===== config.mk =====
export PLATFORM = sky130hd
export DESIGN_NAME = mbist_lfsr_sig
export DESIGN_NICKNAME = d
export VERILOG_FILES = /design/src/rtl/mbist_pkg.sv /design/src/rtl/mbist_addr_lfsr.sv /design/src/rtl/mbist_sig_lfsr.sv /design/src/rtl/mbist_seq.sv /design/src/rtl/mbist_lfsr_sig.sv
export SDC_FILE = /design/constraint.sdc
export NUM_CORES = 1
export LEC_CHECK = 0
export BUFFER_PORTS_ARGS = -buffer_cell sky130_fd_sc_hd__clkbuf_2
export CORE_UTILIZATION = 53
export CTS_BUF_LIST = sky130_fd_sc_hd__clkbuf_4 sky130_fd_sc_hd__clkbuf_8
export DETAILED_ROUTE_END_ITERATION = 8
export PLACE_DENSITY_LB_ADDON = 0.3
export SLEW_MARGIN = 10
export SYNTH_ARGS = -nofsm -noshare
export SYNTH_HDL_FRONTEND = slang
export SYNTH_HIERARCHICAL = 1
export SYNTH_SLANG_ARGS = --single-unit

===== constraint.sdc =====
create_clock -name clk -period 2.01 [get_ports clk]
set_clock_uncertainty 0.2 [all_clocks]
set_input_delay 0.201 -clock clk [delete_from_list [all_inputs] [get_ports clk]]
set_output_delay 0.201 -clock clk [all_outputs]
set_load 0.1 [all_outputs]

===== src/rtl/mbist_pkg.sv =====
package mbist_pkg;

    localparam int MAX_W = 32;
    typedef logic [MAX_W-1:0] wide_t;

    // Reciprocal polynomial: coefficient j becomes coefficient k-j
    function automatic wide_t reciprocal(input wide_t poly, input int k);
        wide_t r;
        r = '0;
        for (int j = 0; j <= k; j++) begin
            r[j] = poly[k-j];
        end
        return r;
    endfunction

    // Multiply state by X modulo poly (Galois step)
    function automatic wide_t gal_step(input wide_t s, input wide_t poly, input int k);
        wide_t msk;
        wide_t nxt;
        msk = (wide_t'(1) << k) - wide_t'(1);
        nxt = (s << 1) & msk;
        if (s[k-1]) begin
            nxt = nxt ^ (poly & msk);
        end
        return nxt;
    endfunction

    // Seed so that a run of n cells ends at X^-1: X^(2^k-1-n)
    function automatic wide_t seed_state(input wide_t poly, input int k, input int n);
        wide_t s;
        s = wide_t'(1);
        for (int i = 0; i < ((1 << k) - 1 - n); i++) begin
            s = gal_step(s, poly, k);
        end
        return s;
    endfunction

endpackage


===== src/rtl/mbist_addr_lfsr.sv =====
module mbist_addr_lfsr #(
    parameter int K = 3,
    parameter logic [K:0] POLY = 4'b1011,
    parameter logic [K-1:0] SEED = 3'b001
) (
    input  logic         clk,
    input  logic         rst_n,
    input  logic         load_i,
    input  logic         step_i,
    output logic [K-1:0] addr_o
);

    logic [K-1:0] addr_d, addr_q;

    always_comb begin
        addr_d = addr_q;
        if (load_i) begin
            addr_d = SEED;
        end else if (step_i) begin
            addr_d = {addr_q[K-2:0], 1'b0} ^ (addr_q[K-1] ? POLY[K-1:0] : '0);
        end
    end

    always_ff @(posedge clk or negedge rst_n) begin
        if (!rst_n) addr_q <= SEED;
        else        addr_q <= addr_d;
    end

    assign addr_o = addr_q;

    assert_addr_nonzero_R2: assert property (@(posedge clk) disable iff (!rst_n)
        addr_q != '0);

    assert_addr_moves_R2: assert property (@(posedge clk) disable iff (!rst_n)
        (step_i && !load_i) |=> (addr_q != $past(addr_q)));

endmodule


===== src/rtl/mbist_sig_lfsr.sv =====
module mbist_sig_lfsr #(
    parameter int K = 3,
    parameter logic [K:0] RPOLY = 4'b1101
) (
    input  logic         clk,
    input  logic         rst_n,
    input  logic         clear_i,
    input  logic         shift_i,
    input  logic         bit_i,
    output logic [K-1:0] sig_o,
    output logic [K-1:0] sig_next_o
);

    logic [K-1:0] sig_d, sig_q;
    logic         fb;
    logic [K-1:0] shifted;

    always_comb begin
        fb      = sig_q[K-1] ^ bit_i;
        shifted = {sig_q[K-2:0], 1'b0} ^ (fb ? RPOLY[K-1:0] : '0);
        sig_d   = sig_q;
        if (clear_i)      sig_d = '0;
        else if (shift_i) sig_d = shifted;
    end

    always_ff @(posedge clk or negedge rst_n) begin
        if (!rst_n) sig_q <= '0;
        else        sig_q <= sig_d;
    end

    assign sig_o      = sig_q;
    assign sig_next_o = shifted;

    assert_sig_cleared_R5: assert property (@(posedge clk) disable iff (!rst_n)
        clear_i |=> (sig_q == '0));

    assert_sig_holds_R6: assert property (@(posedge clk) disable iff (!rst_n)
        (!clear_i && !shift_i) |=> (sig_q == $past(sig_q)));

endmodule


===== src/rtl/mbist_seq.sv =====
module mbist_seq #(
    parameter int NUM_CELLS = 7
) (
    input  logic clk,
    input  logic rst_n,
    input  logic start_i,
    output logic busy_o,
    output logic done_o,
    output logic load_o,
    output logic last_o
);

    localparam int CW = (NUM_CELLS > 2) ? $clog2(NUM_CELLS) : 1;
    localparam logic [CW-1:0] LAST = CW'(NUM_CELLS - 1);

    typedef struct packed {
        logic          busy;
        logic          done;
        logic [CW-1:0] cnt;
    } seq_t;

    seq_t seq_d, seq_q;

    always_comb begin
        seq_d      = seq_q;
        seq_d.done = 1'b0;
        if (!seq_q.busy) begin
            if (start_i) begin
                seq_d.busy = 1'b1;
                seq_d.cnt  = '0;
            end
        end else if (seq_q.cnt == LAST) begin
            seq_d.busy = 1'b0;
            seq_d.done = 1'b1;
        end else begin
            seq_d.cnt = seq_q.cnt + CW'(1);
        end
    end

    always_ff @(posedge clk or negedge rst_n) begin
        if (!rst_n) seq_q <= '0;
        else        seq_q <= seq_d;
    end

    assign busy_o = seq_q.busy;
    assign done_o = seq_q.done;
    assign load_o = start_i && !seq_q.busy;
    assign last_o = seq_q.busy && (seq_q.cnt == LAST);

    assert_done_single_R4: assert property (@(posedge clk) disable iff (!rst_n)
        done_o |=> !done_o);

    assert_done_after_last_R4: assert property (@(posedge clk) disable iff (!rst_n)
        $rose(done_o) |-> $past(last_o));

    assert_not_busy_and_done_R4: assert property (@(posedge clk) disable iff (!rst_n)
        !(busy_o && done_o));

    assert_cnt_steps_R4: assert property (@(posedge clk) disable iff (!rst_n)
        (busy_o && !last_o) |=> (busy_o && seq_q.cnt == $past(seq_q.cnt) + CW'(1)));

    assert_start_ignored_R9: assert property (@(posedge clk) disable iff (!rst_n)
        (busy_o && start_i && !last_o) |=> busy_o);

endmodule


===== src/rtl/mbist_lfsr_sig.sv =====
module mbist_lfsr_sig #(
    parameter int K = 3,
    parameter logic [K:0] POLY = 4'b1011,
    parameter int NUM_CELLS = (1 << K) - 1
) (
    input  logic         clk,
    input  logic         rst_n,
    input  logic         start_i,
    output logic         busy_o,
    output logic         done_o,
    output logic [K-1:0] addr_o,
    input  logic         rd_data_i,
    input  logic [K-1:0] exp_sig_i,
    output logic [K-1:0] sig_o,
    output logic         pass_o,
    output logic         fail_o
);

    import mbist_pkg::*;

    localparam wide_t POLY_W  = wide_t'(POLY);
    localparam wide_t RPOLY_W = reciprocal(POLY_W, K);
    localparam wide_t SEED_W  = seed_state(POLY_W, K, NUM_CELLS);
    localparam logic [K:0]   RPOLY = RPOLY_W[K:0];
    localparam logic [K-1:0] SEED  = SEED_W[K-1:0];

    typedef struct packed {
        logic pass;
        logic fail;
    } verdict_t;

    logic         load, last, busy;
    logic [K-1:0] sig_next;
    verdict_t     vd_d, vd_q;

    mbist_seq #(.NUM_CELLS(NUM_CELLS)) u_seq (
        .clk    (clk),
        .rst_n  (rst_n),
        .start_i(start_i),
        .busy_o (busy),
        .done_o (done_o),
        .load_o (load),
        .last_o (last)
    );

    mbist_addr_lfsr #(.K(K), .POLY(POLY), .SEED(SEED)) u_addr (
        .clk   (clk),
        .rst_n (rst_n),
        .load_i(load),
        .step_i(busy),
        .addr_o(addr_o)
    );

    mbist_sig_lfsr #(.K(K), .RPOLY(RPOLY)) u_sig (
        .clk       (clk),
        .rst_n     (rst_n),
        .clear_i   (load),
        .shift_i   (busy),
        .bit_i     (rd_data_i),
        .sig_o     (sig_o),
        .sig_next_o(sig_next)
    );

    always_comb begin
        vd_d = vd_q;
        if (load) begin
            vd_d = '0;
        end else if (last) begin
            vd_d.fail = (sig_next != exp_sig_i);
            vd_d.pass = (sig_next == exp_sig_i);
        end
    end

    always_ff @(posedge clk or negedge rst_n) begin
        if (!rst_n) vd_q <= '0;
        else        vd_q <= vd_d;
    end

    assign busy_o = busy;
    assign pass_o = vd_q.pass;
    assign fail_o = vd_q.fail;

    assert_verdict_excl_R8: assert property (@(posedge clk) disable iff (!rst_n)
        !(pass_o && fail_o));

    assert_verdict_at_done_R8: assert property (@(posedge clk) disable iff (!rst_n)
        done_o |-> (pass_o || fail_o));

    assert_verdict_cleared_R8: assert property (@(posedge clk) disable iff (!rst_n)
        busy_o |-> (!pass_o && !fail_o));

endmodule


==> qor.csv, run 1 <==
metric,value,unit
io_buffers,16,
place_area,778,um2
max-cap-violations,0,
drtIter0Drc,8,
min_to,u_seq/busy_o,
cp_max_fo,21,
final_area,818,um2
critPathTopFamily,flip-flops,
grt_pass1_vias,454,
r2r-end,pass_o,
r2r-start,u_seq/seq_q[0],
fill_cells,90,
start_util,0.595,
finalCriticalPeriod,1.79,ns
worstHoldStart,start_i,
synth_commonest_cells,"dfrtp_1, nor2_1, xnor2_1",
cp-start-kind,flop,
rows,12,
clock-sinks,13,
nNetsFinal,90,
synth_edf_count,0,
cts_tree,done,
cp-end-kind,output pin,
tns,0,ns
status,finished clean,
fmax,559,MHz
reg2regPathDepth,5,
antenna_found_initial,0,
critPathKind,flop to output pin,
diodes,0,
clk_pin_slew,0.08,ns
cts.repair.resized,0,
drt-total-wl,1270,um
yosysMostFrequentCell,dfrtp_1,
async_flop_share,1.00,
crit_buf_inv,1,
clkLatencyLatePin,0.28,ns
critPathArrivalTime,1.39,ns
synth_top_area_share,0.431,
synthToLayoutAreaGrowth,17.4,%
hpwlAfterDp,894,um
worst_pin_slew,0.546,ns
ant_nets,0,
synth_area_leaders,"dfrtp_1, xnor2_1, dfstp_2",
yosys_register_bits,13,
post-route-drc-count,0,
slew_headroom,0.638,
place.gp.congestion,0.796,
utilization,0.699,
vias,506,
die_x,38.3,um
finalCritPeriodShare,0.890,
crit_chain,clkbuf_2,
hp-class,primary input to flop,
ys.flop_type,dfrtp_1,
synth_cell_types,29,
grt-ovfl-total,0,
r2r_slack,0.29,ns
wl_per_cell,13.5,um
routed_via_density,5.38,
grt_pass1_wl,1980,um
drive_gt1_frac,0.363,
whs,0.00199,ns
root_buffer,clkbuf_4,
crit_start,u_seq/busy_o,
core-area,1170,um2
crit_slowest_cell,dfrtp_2,
whs_path_depth,3,
first_pass_iters,4,
grt_setup_unrepaired,no,
slew_violations,0,
htreeDepth,1,
num_io_pins,17,
hold_viol,0,
max_stage_delay,0.58,ns
cp.required,1.61,ns
yosys_warnings,6,
grt_max_degree,22,
clockBufferDepth,2,
cts_buffers,3,
grt.total_usage,0.216,
synth_area_per_cell,11.4,um2
dieArea,1460,um2
synth.largest_area_cell,dfrtp_1,
synthesis.nets,70,
setup_violations,0,
ys_seq_area_frac,0.469,
synthCells,61,
die_h,38.3,um
syn_area,697,um2
## through the flow
stage | setup WS (ns) | std cells
6_report | 0.220 | 94
4_1_cts | 0.214 | 94
3_3_place_gp | 0.372 | 89
2_1_floorplan | 0.0131 | 61
5_1_grt | 0.165 | 94
3_5_place_dp | 0.314 | 89
## layer usage
layer  vias up  part of all wire  global-route usage
met5         -                 0                   0
met1       227              0.46               0.260
met2        21              0.45               0.322
met4         0             0.017               0.134
met3         4             0.072              0.0814
li1        254                 -                   -
## final cells by class
cell class,instances,area [um2],area share
repair buffers,18,97.6,0.119
multi-input cells,42,333,0.407
well taps,14,17.5,0.0214
inverters,3,11.3,0.0138
flip-flops and latches,13,329,0.402
clock buffers,4,30.0,0.0367
## logic make-up (layout without fill, tap and decap cells)
family,Yosys count,after routing,share of synthesized area
AOI/OAI and AO/OA,11,11,0.144
xor gates and xnor gates,7,7,0.0880
adders and majority gates,2,2,0.0359
buffers and inverters,6,25,0.0539
DFF,13,13,0.469
muxes,2,2,0.0287
and+or+nand+nor,20,20,0.181
## layout by cell type, fill, tap and decap left out, types with 2 or more instances in the layout
| master | synthesis | final |
|---|---|---|
| and4_1 | 2 | 2 |
| dfrtp_2 | 0 | 2 |
| clkbuf_2 | 0 | 16 |
| xnor2_1 | 6 | 6 |
| clkbuf_4 | 0 | 4 |
| mux2i_1 | 2 | 2 |
| nor2_1 | 7 | 7 |
| dfrtp_1 | 12 | 10 |
| inv_1 | 3 | 3 |
| nor3b_1 | 2 | 2 |
| nor2b_1 | 4 | 4 |
| ha_1 | 2 | 2 |
## worst reg2reg max path, cell delays in order, from the launching register on
cell     delay, ns
dfrtp_1       0.44
inv_1         0.08
ha_1          0.26
and3_2        0.27
nor2b_1       0.14
a41o_1        0.23
## repair_timing
| item | in CTS | in global routing |
|---|---|---|
| hold buffers | 1 | 0 |
| setup buffers | 0 | 0 |
| setup endpoints to repair | 0 | 0 |
| endpoints found under the hold margin | 13 | 0 |
## how the worst max path moves through the flow
stage                                 to  depth (start not counted)
after global routing              busy_o                          1
after detailed placement          pass_o                          5
after CTS                         busy_o                          1
after global placement            pass_o                          5
after floorplan           u_sig/sig_o[2]                          5
final                             busy_o                          1
## sequential cells by signal (all words and copies together) (netlist names)
register,cells
u_seq/busy_o,1
fail_o,1
pass_o,1
u_seq/done_o,1
u_addr/addr_o,3
u_sig/sig_o,3
u_seq/seq_q,3
Power of run 1 is left out: the tool's default activity adds up to more than one toggle a clock period on the data nets, which glitch-free logic cannot reach.
==> run 2, diff against run 1 <==
CORE_UTILIZATION = 50   (was 53)
CTS_BUF_LIST = sky130_fd_sc_hd__clkbuf_4 sky130_fd_sc_hd__clkbuf_8 sky130_fd_sc_hd__clkbuf_16   (was sky130_fd_sc_hd__clkbuf_4 sky130_fd_sc_hd__clkbuf_8)
==> qor.csv, run 2 (same netlist as run 1, synthesis figures left out) <==
metric,value,unit,change
root_buffer,clkbuf_4,,
drtIter0Drc,3,,-5
crit_slowest_cell,dfrtp_2,,
antenna_found_initial,0,,unchanged
slew_headroom,0.640,,+0.00270
die_x,39.3,um,+2.8%
drive_gt1_frac,0.363,,unchanged
cp.required,1.61,ns,about the same
clock-sinks,13,,unchanged
drt-total-wl,1120,um,-12%
htreeDepth,1,,unchanged
finalCriticalPeriod,1.78,ns,-0.00790 ns
critPathArrivalTime,1.38,ns,about the same
hpwlAfterDp,858,um,-4.0%
mostFrequentLayoutCells,"clkbuf_2, dfrtp_1, nor2_1",,
crit_chain,clkbuf_2,,
clkLatencyLatePin,0.27,ns,about the same
synthToLayoutAreaGrowth,17.6,%,
layout_commonest_cell,clkbuf_2,,
rows,13,,+1
dp_slack,0.328,ns,+0.0138 ns
crit_start,u_seq/busy_o,,
max-cap-violations,0,,unchanged
cts.repair.resized,0,,unchanged
core-area,1300,um2,+11%
grt-ovfl-total,0,,unchanged
fmax,561,MHz,+0.44%
status,finished clean,,
nNetsFinal,90,,unchanged
die_h,39.3,um,+2.8%
dieArea,1550,um2,+5.7%
wl_per_cell,11.8,um,-13%
cp-end-kind,output pin,,
io_buffers,16,,unchanged
num_io_pins,17,,unchanged
r2r-start,u_seq/seq_q[0],,
hold_viol,0,,unchanged
critPathTopFamily,flip-flops,,
crit_buf_inv,1,,unchanged
cp_max_fo,21,,unchanged
tns,0,ns,unchanged
hp-class,primary input to flop,,
cts_buffers,3,,unchanged
post-route-drc-count,0,,unchanged
place.gp.congestion,0.697,,-12%
max_stage_delay,0.58,ns,about the same
first_pass_iters,4,,unchanged
place_area,779,um2,+0.16%
clk_pin_slew,0.08,ns,about the same
grt_pass1_wl,1660,um,-16%
vias,481,,-4.9%
grt_pass1_vias,391,,-14%
finalCritPeriodShare,0.887,,-0.00393
cts_tree,done,,
grt.total_usage,0.173,,-0.0425
routed_via_density,5.06,,-5.9%
clockBufferDepth,2,,unchanged
final_area,820,um2,+0.15%
ant_nets,0,,unchanged
critPathKind,flop to output pin,,
cp-start-kind,flop,,
slew_violations,0,,unchanged
layout_setup_ws,0.228,ns,+0.00790 ns
r2r_slack,0.32,ns,+0.03 ns
start_util,0.536,,-0.0595
grt_max_degree,22,,unchanged
worst_pin_slew,0.542,ns,-0.00406 ns
setup_violations,0,,unchanged
diodes,0,,unchanged
grt_setup_unrepaired,no,,
worstHoldStart,start_i,,
## run 2: cell counts in the layout (fill, tap and decap cells not counted)
No cell type changed its count.
## run 2: final timing paths
| path | endpoint | depth (start not counted) |
|---|---|---|
| max | busy_o | 1 |
| min | u_seq/busy_o | 3 |
| max reg2reg | pass_o | 5 |
| min reg2reg | u_addr/addr_o[0] | 1 |
| max in group asynchronous | u_addr/addr_o[0] | 2 |
| min in group asynchronous | u_seq/seq_q[1] | 2 |
## run 2: metal layers
metal	part of all wire	vias to the layer above	global-route usage
met5	0	-	0
met4	0	0	0.0517
met3	0.041	0	0.0852
met2	0.44	11	0.254
met1	0.52	214	0.224
li1	-	256	-
## run 2: cell type report
type / count / area, um2
clock buffer: 4 / 30.0
tap: 15 / 18.8
timing repair buffer: 18 / 97.6
sequential: 13 / 329
fill: 109 / 482
multi-input combinational: 42 / 333
inverter: 3 / 11.3
## run 2: what timing repair did
| item | in CTS | in global routing |
|---|---|---|
| hold buffers | 1 | 0 |
| endpoints found under the hold margin | 13 | 0 |
| setup endpoints to repair | 0 | 0 |
| buffers inserted | 0 | 0 |
## run 2: stage by stage
stage / instances / utilization / hold slack, ns
2_1_floorplan: 61 / - / -0.295
3_3_place_gp: 90 / 0.599 / -0.0896
3_5_place_dp: 90 / 0.599 / -0.0906
4_1_cts: 95 / 0.630 / 0.00450
5_1_grt: 95 / 0.630 / 0.0296
6_report: 95 / 0.630 / 0.0162
Power of run 2 is left out for the same reason.
==> run 3, diff against run 2 <==
--- a/constraint.sdc
+++ b/constraint.sdc
@@ -3,3 +3,3 @@
 set_input_delay 0.201 -clock clk [delete_from_list [all_inputs] [get_ports clk]]
 set_output_delay 0.201 -clock clk [all_outputs]
-set_load 0.1 [all_outputs]
+set_load 0.01 [all_outputs]
==> qor.csv, run 3 (same netlist as run 1, synthesis figures left out) <==
metric,value,unit,change
die_h,39.3,um,unchanged
critPathArrivalTime,1.66,ns,+0.28 ns
cts_buffers,3,,unchanged
fmax,592,MHz,+5.4%
power.density,1630,nW/um2,
num_io_pins,17,,unchanged
leakage,0.412,nW,
clock-sinks,13,,unchanged
placed_cells,91,,+1.1%
r2r_slack,0.32,ns,about the same
place.gp.congestion,0.736,,+5.5%
place_area,785,um2,+0.64%
tns,0,ns,unchanged
vdd_drop_max,0.986,mV,
clk_pin_slew,0.08,ns,about the same
max-cap-violations,0,,unchanged
slew_violations,0,,unchanged
drive_gt1_frac,0.346,,-0.0168
drt-total-wl,1230,um,+10%
finalNonFillerCells,96,,+1.1%
cts_hold_buf,1,,unchanged
cts_tree,done,,
critPathKind,flop to flop,,
grt.total_usage,0.196,,+0.0227
routed_via_density,5.27,,+4.1%
finalCritPeriodShare,0.841,,-0.0457
io_buffers,16,,unchanged
final_area,825,um2,+0.61%
core-area,1300,um2,unchanged
hp-class,primary input to flop,,
grt_setup_unrepaired,no,,
grt-ovfl-total,0,,unchanged
clkLatencyLatePin,0.27,ns,about the same
grt_max_degree,14,,-36%
post_cts_buffers,0,,unchanged
antenna_found_initial,0,,unchanged
worst_pin_slew,0.318,ns,-0.224 ns
diodes,0,,unchanged
mostFrequentLayoutCells,"clkbuf_2, dfrtp_1, nor2_1",,
setup_violations,0,,unchanged
slew_headroom,0.787,,+0.146
start_util,0.536,,unchanged
layout_commonest_cell,clkbuf_2,,
first_pass_iters,4,,unchanged
hold_viol,0,,unchanged
die_x,39.3,um,unchanged
r2r-end,pass_o,,
rows,13,,unchanged
drtIter0Drc,5,,+2
htreeDepth,1,,unchanged
finalCriticalPeriod,1.69,ns,-0.0919 ns
cp_max_fo,6,,-71%
wl_per_cell,12.8,um,+9.2%
grt_pass1_vias,425,,+8.7%
ant_nets,0,,unchanged
cp-start-kind,flop,,
grt_pass1_wl,1900,um,+15%
synthToLayoutAreaGrowth,18.3,%,
vias,506,,+5.2%
crit_end,pass_o,,
cp.required,1.98,ns,+0.37 ns
crit_start,u_seq/seq_q[0],,
root_buffer,clkbuf_4,,
clockBufferDepth,2,,unchanged
r2r-start,u_seq/seq_q[0],,
nNetsFinal,91,,+1.1%
cp-end-kind,flop,,
post-route-drc-count,0,,unchanged
cts.repair.resized,0,,unchanged
status,finished clean,,
reg2regPathDepth,5,,unchanged
hpwlAfterDp,924,um,+7.7%
dieArea,1550,um2,unchanged
## run 3: cell count changes in the layout (fill, tap and decap cells not counted)
| cell | previous run | this run |
|---|---|---|
| buf_4 | 1 | 2 |
| dfrtp_1 | 10 | 12 |
| dfrtp_2 | 2 | 0 |
## run 3: where the power goes
| part | internal [mW] | total [mW] | switching, mW |
|---|---|---|---|
| logic | 0.346 | 0.647 | 0.301 |
| registers | 0.396 | 0.529 | 0.133 |
| clock network | 0.0904 | 0.171 | 0.0803 |
## run 3: per-stage QoR
| stage | hold WS [ns] | total power [mW] | util | worst slack (ns) |
|---|---|---|---|---|
| floorplan | -0.295 | 1.02 | - | 0.206 |
| CTS | 0.00949 | 1.36 | 0.634 | 0.313 |
| global placement | -0.0873 | 1.16 | 0.603 | 0.370 |
| global route | 0.0289 | 1.47 | 0.634 | 0.246 |
| detailed placement | -0.0842 | 1.19 | 0.603 | 0.320 |
| finish | 0.0160 | 1.35 | 0.634 | 0.320 |
## run 3: cell type report
cell class / instances / area [um2]
inverter: 3 / 11.3
fill: 115 / 477
multi-input combinational: 42 / 333
timing repair buffer: 19 / 105
clock buffer: 4 / 30.0
sequential: 13 / 327
tap: 15 / 18.8
## run 3: worst min path at each step
stage | start | end | slack, ns | cells past startpoint
finish | start_i | u_seq/busy_o | 0.02 | 3
global route | start_i | u_seq/busy_o | 0.03 | 3
CTS | start_i | u_seq/busy_o | 0.009 | 3
detailed placement | rst_n | u_addr/addr_o[2] | -0.08 | 1
global placement | rst_n | u_addr/addr_o[1] | -0.09 | 1
floorplan | rst_n | fail_o | -0.29 | 0
## run 3: critical path, stage by stage (launching register included)
cell and delay (ns):
dfrtp_1 0.44, inv_1 0.07, ha_1 0.24, and3_2 0.27, nor2b_1 0.14, a41o_1 0.23
## run 3: per-layer routing
metal / share of wire / wire (um) / global-route usage / vias up
li1: - / - / - / 259
met2: 0.43 / 530 / 0.292 / 11
met1: 0.51 / 624 / 0.247 / 234
met3: 0.051 / 63 / 0.102 / 2
met4: 0.011 / 14 / 0.0517 / 0
met5: 0 / 0 / 0 / -
Power figures use the tool's default switching activity.
